===== src/rtl/pd_pkg.sv =====
`timescale 1ns/1ps
package pd_pkg;
   // minimum state register width able to hold five codes
   localparam int ST_W = 3;
   // state code values shared by both machines
   localparam int C_IDLE = 0;
   localparam int C_ONE  = 1;
   localparam int C_TWO  = 2;
   localparam int C_ZERO = 3;
   localparam int C_DONE = 4;
endpackage


===== src/rtl/pd_moore.sv =====
`timescale 1ns/1ps
module pd_moore #(
   parameter int W = pd_pkg::ST_W
) (
   input  logic         clk,
   input  logic         rst,
   input  logic         din,
   output logic         hit,
   output logic [W-1:0] state
);
   localparam logic [W-1:0] S0 = W'(pd_pkg::C_IDLE);
   localparam logic [W-1:0] S1 = W'(pd_pkg::C_ONE);
   localparam logic [W-1:0] S2 = W'(pd_pkg::C_TWO);
   localparam logic [W-1:0] S3 = W'(pd_pkg::C_ZERO);
   localparam logic [W-1:0] S4 = W'(pd_pkg::C_DONE);

   logic [W-1:0] nxt;

   always_comb begin
      case (state)
         S0:      nxt = din ? S1 : S0;
         S1:      nxt = din ? S2 : S0;
         S2:      nxt = din ? S2 : S3;
         S3:      nxt = din ? S4 : S0;
         S4:      nxt = din ? S2 : S0;
         default: nxt = S0;
      endcase
   end

   always_comb begin
      case (state)
         S4:      hit = 1'b1;
         default: hit = 1'b0;
      endcase
   end

   always_ff @(posedge clk) begin
      if (rst) state <= S0;
      else     state <= nxt;
   end
endmodule


===== src/rtl/pd_mealy.sv =====
`timescale 1ns/1ps
module pd_mealy #(
   parameter int W = pd_pkg::ST_W
) (
   input  logic         clk,
   input  logic         rst,
   input  logic         din,
   output logic         hit,
   output logic [W-1:0] state
);
   localparam logic [W-1:0] S0 = W'(pd_pkg::C_IDLE);
   localparam logic [W-1:0] S1 = W'(pd_pkg::C_ONE);
   localparam logic [W-1:0] S2 = W'(pd_pkg::C_TWO);
   localparam logic [W-1:0] S3 = W'(pd_pkg::C_ZERO);

   logic [W-1:0] nxt;

   always_comb begin
      case (state)
         S0:      nxt = din ? S1 : S0;
         S1:      nxt = din ? S2 : S0;
         S2:      nxt = din ? S2 : S3;
         S3:      nxt = din ? S1 : S0;
         default: nxt = S0;
      endcase
   end

   always_comb begin
      case (state)
         S3:      hit = din;
         default: hit = 1'b0;
      endcase
   end

   always_ff @(posedge clk) begin
      if (rst) state <= S0;
      else     state <= nxt;
   end
endmodule


===== src/rtl/pattern_pair_detector.sv =====
`timescale 1ns/1ps
module pattern_pair_detector #(
   parameter int STATE_W = pd_pkg::ST_W
) (
   input  logic               clk,
   input  logic               rst,
   input  logic               din,
   output logic               moore_hit,
   output logic               mealy_hit,
   output logic [STATE_W-1:0] moore_state,
   output logic [STATE_W-1:0] mealy_state
);
   if (STATE_W < pd_pkg::ST_W) begin : g_width_bad
      $error("pattern_pair_detector: STATE_W must be at least %0d", pd_pkg::ST_W);
   end

   pd_moore #(.W(STATE_W)) u_moore (
      .clk   (clk),
      .rst   (rst),
      .din   (din),
      .hit   (moore_hit),
      .state (moore_state)
   );

   pd_mealy #(.W(STATE_W)) u_mealy (
      .clk   (clk),
      .rst   (rst),
      .din   (din),
      .hit   (mealy_hit),
      .state (mealy_state)
   );
endmodule


===== config.mk =====
export PLATFORM = sky130hd
export DESIGN_NAME = pattern_pair_detector
export DESIGN_NICKNAME = d
export VERILOG_FILES = /design/src/rtl/pd_pkg.sv /design/src/rtl/pd_moore.sv /design/src/rtl/pd_mealy.sv /design/src/rtl/pattern_pair_detector.sv
export SDC_FILE = /design/constraint.sdc
export NUM_CORES = 1
export LEC_CHECK = 0
export BUFFER_PORTS_ARGS = -buffer_cell sky130_fd_sc_hd__clkbuf_2
export CAP_MARGIN = 5
export CORE_AREA = 3 3 40 42
export CTS_CLUSTER_DIAMETER = 30
export DETAILED_ROUTE_END_ITERATION = 8
export DIE_AREA = 0 0 43 45
export MAX_ROUTING_LAYER = met4
export PLACE_DENSITY = 0.42
export SETUP_SLACK_MARGIN = 0.05
export SYNTH_ARGS = -nofsm -noshare
export SYNTH_HDL_FRONTEND = slang
export SYNTH_SLANG_ARGS = --single-unit

===== constraint.sdc =====
create_clock -name clk -period 1.35 [get_ports clk]
set_input_delay 0.135 -clock clk [delete_from_list [all_inputs] [get_ports clk]]
set_output_delay 0.135 -clock clk [all_outputs]
set_load 0.1 [all_outputs]

Word-level counts from Yosys, hierarchy flattened
Index checks and enable logic that the tools add are counted.
Operators by class
  mux-type cells: 8
  equality and inequality tests: 7
  reduce and logical (&&, ||, !) cells: 4
Operator list (number)
  equality test 3 x 2 -> 1 bit (second input constant): 4
  case mux 3 bit (4 select lines): 1
  case mux 3 bit (3 select lines): 1
  equality test 3 x 1 -> 1 bit (second input constant): 2
  zero test 3 bit: 2
  2-to-1 mux 1 bit: 4
  OR reduction 2 bit: 2
  equality test 3 bit (second input constant): 1
  2-to-1 mux 3 bit: 1
  2-to-1 mux 2 bit: 1
Word-level totals
  logic and storage cells: 21
  register bits: 6
  input port bits: 3

Longest topological paths before layout
  depth after elaboration: 3
  gate-level depth with buffers: 5
  gate-level depth less buffers: 5

Hierarchy
From an unflattened synthesis, not the netlist that was laid out.
Second synthesis, totals
  cells, all modules: 30
  area total of the unflattened synthesis: 276.5 um^2
Modules (own cells, without submodules)
  pd_mealy: times used 1, cells an instance 17, area an instance 152.6 um^2
  pd_moore: times used 1, cells an instance 13, area an instance 123.9 um^2

Worst setup path after synthesis
OpenSTA, ideal clock, no wires.
  kind: reg-to-output
  from: reg u_moore.state[2]
  to: out moore_hit
  path slack: -2.113 ns
  arrival: 3.328 ns
  stages on the path, launching flop included: 2
  buffers on the path: 0
  cells stage by stage: dfxtp_1 nor3b_1
On the way
  cells in the longest elaborated chain, start to end: 2
RTL lines
  start: declaration: RTL line pd_moore.sv:9  | output logic [W-1:0] state
  start signal: assignment: RTL line pd_moore.sv:39  | else state <= nxt;
  equality test 3 bit: RTL line pd_moore.sv:31  | case (state)
  2-to-1 mux 1 bit: RTL line pd_moore.sv:31
  end: declaration: RTL line pattern_pair_detector.sv:8  | output logic moore_hit,
No other way between the ends.

Worst setup path in the final report
  from: reg u_mealy.state[0]
  to: out mealy_hit
On the way
  cells in the longest elaborated chain, start to end: 2
RTL lines
  start: declaration: RTL line pd_mealy.sv:9  | output logic [W-1:0] state
  start signal: assignment: RTL line pd_mealy.sv:37  | else state <= nxt;
  equality test 3 x 2 -> 1 bit: RTL line pd_mealy.sv:29  | case (state)
  2-to-1 mux 1 bit: RTL line pd_mealy.sv:29
  end: declaration: RTL line pattern_pair_detector.sv:9  | output logic mealy_hit,
No other way between the ends.

==> results.toml <==
[cts]
cts_root_buffer = "clkbuf_4"
cts.sinks = 5
clk_latency_ps = 240
path_clk_slew_ps = 40
postCtsSetupRepairBufs = 0
cts_tree = "yes"
htree_levels = 1
cts_buffer_depth = 2
cts_hold_buffers = 0
numCtsBuffers = 3
cts_resized = 0

[floorplanning]
pin_count = 11
die-area_um2 = 1935
start_util_pct = 21.42
core_area_um2 = 1285
num_rows = 13
die_h_um = 45
die_w_um = 43

[logic_synthesis]
synth_top_family_by_area = "simple AND/OR/NAND/NOR gates"
synth_adder_area_share_pct = 18.18
synthMuxAreaShare_pct = 3.636
ys_types = 18
yosysTopAreaCell = "dfxtp_1"
ys.warnings.count = 0
synth-simple-area-share_pct = 20.00
syn_inst = 30
ys_top_cells_by_area = "dfxtp_1 36%, ha_1 18%, inv_1 5.5%, nor3b_1 5.5%, nor4_2 4.5%"
synth_compound_gate_area_share_pct = 5.909
synth_top_area_share_pct = 36.36
syn_area_per_cell_um2 = 9.175
synth_xor_area_share_pct = 6.364
synth_nets = 37
ys_ff_latch = 5
syn_area_um2 = 275.3
yosysSeqAreaShare_pct = 36.36

[hold_path]
hold_class = "input pin to flop"
hold_depth = 2

[grt]
grt.overflow.total = 0
grt_pass1_vias = 220
antenna_found_initial = 0
grt_pass1_wl_um = 979
grt_max_degree = 7
grt_usage_pct = 7.296

[place]
io_buffers = 9
post-place-ws_ps = 358.6
dp.cells = 53
place_hpwl_um = 476.3
gp_congestion = 0.6203

[setup_path]
cp_data_required_time_ps = 1220
endpoint_kind = "primary output"
path_cells = "ha_1 > and2_4 > buf_12"
crit_fanout = 5
cp_slowest_cell = "dfxtp_4"
start_kind = "flop"
crit_type = "flop to primary output"
path_depth = 3
cpPeakStageDelay_ps = 350
crit_buf_inv = 1
crit_family = "flip-flops"
crit_arrival_ps = 1090
reg2reg_depth = 4

[route]
drtIter0Drc = 0
via_count = 226
drc = 0
postRouteAntennaNets = 0
finalWirelength_um = 561
viasPerCell = 3.965
drtPass1Iterations = 1
wire_per_inst_um = 9.842

[timing]
fin_crit_ps = 1230
tns_ps = 0
timing.fmax_mhz = 813.2
fin_crit_sh_pct = 91.08
rsz0062_at_grt = "no"
relSlewSlack_pct = 64.26
setup_slack_ps = 120.4
tightest_slew_ps = 538.3
clock_skew_ps = 0.08596
hold_viol = 0
finalMaxSlewViolations = 0
setup_viol = 0

[final_layout]
diodes = 0
area_delta_synth_final_pct = 54.55
finalNonFillerCells = 57
drive_gt1_share_pct = 47.62
nFillCells = 137
final_nets = 50

[pwr]
ir_drop_v = 0.0003521
cellLeakagePower_nw = 0.1876
powerDensity_nw_per_um2 = 1116

[run_status]
status = "completed"

[job]
maxCapViolations = 0
worst paths after layout:
path / startpoint / end / slack, ps
setup / recovery: u_mealy.state[0]$_SDFF_PP0_ / mealy_hit / 120
hold reg to reg: u_moore.state[2]$_SDFF_PP0_ / u_moore.state[0]$_SDFF_PP0_ / 460
hold / removal: rst / u_moore.state[0]$_SDFF_PP0_ / 130
setup reg to reg: u_mealy.state[0]$_SDFF_PP0_ / u_mealy.state[0]$_SDFF_PP0_ / 370
flip-flops by register name (all words and copies together) (netlist names):
name / flops
u_mealy.state: 2
u_moore.state: 3
cell usage in the layout, fill, tap and decap left out:
cell type / n
clkbuf_2: 3
nand2_1: 1
nor3b_1: 1
xnor2_1: 1
nor3b_4: 1
inv_1: 4
nor3_1: 1
dfxtp_2: 2
nor2_1: 2
buf_4: 4
ha_1: 4
nor4_2: 1
and2_4: 1
mux2i_1: 1
xor2_1: 1
clkbuf_4: 3
conb_1: 1
nand3_1: 1
dfxtp_4: 3
a31oi_1: 1
clkbuf_1: 1
o21ai_0: 1
a21oi_1: 1
buf_12: 2
where the power goes:
part	switching [mW]	internal (mW)	total, mW
Sequential	0.0156	0.156	0.172
Combinational	0.104	0.0299	0.134
Clock	0.0579	0.112	0.169
synth_stat cells (all sizes together):
cell type  number
buf             1
and2            1
a31oi           1
xnor2           1
a21oi           1
ha              4
nand2           1
nor2            2
nor3b           2
mux2i           1
xor2            1
nor4            1
nand3           1
inv             4
o21ai           1
dfxtp           5
conb            1
nor3            1
through the flow:
stage / cell area (um^2) / power [mW] / hold slack, ps / util, %
after global routing: 425.4 / 0.5022 / 140.4 / 33.11
after global placement: 399.1 / 0.3055 / 376.1 / 31.06
after floorplan: 302.8 / 0.2812 / 194.4 / -
after detailed placement: 399.1 / 0.3093 / 380.9 / 31.06
after CTS: 425.4 / 0.4879 / 123.3 / 33.11
final: 425.4 / 0.4746 / 133.6 / 33.11
cell type report:
class,count,area (um^2),area share (%)
sequential,5,113.9,26.76
timing repair buffer,9,85.08,20.00
clock buffer,4,26.28,6.176
multi-input combinational,20,166.4,39.12
tap,15,18.77,4.412
inverter,4,15.01,3.529
kinds of logic (layout without fill, tap and decap cells):
family,Yosys count,in the layout
flops,5,5
fa+ha+maj,4,4
other cells,1,1
compound gates,3,3
xor+xnor,2,2
mux,1,1
simple gates,9,9
buf+inv,5,17
worst reg2reg max path, stage by stage (launching register included):
cell and delay, ps:
dfxtp_4 360, inv_1 40, ha_1 280, mux2i_1 140
nor2_1 50
routing by layer:
layer  track usage (%)  vias up  part of all wire (%)
met5                 -        -                     0
met4             7.229        0                     0
met3             2.789        0                   6.2
met2             10.18        5                    52
met1             7.729      103                    41
li1                  -      118                     -
Power figures use the tool's default switching activity.
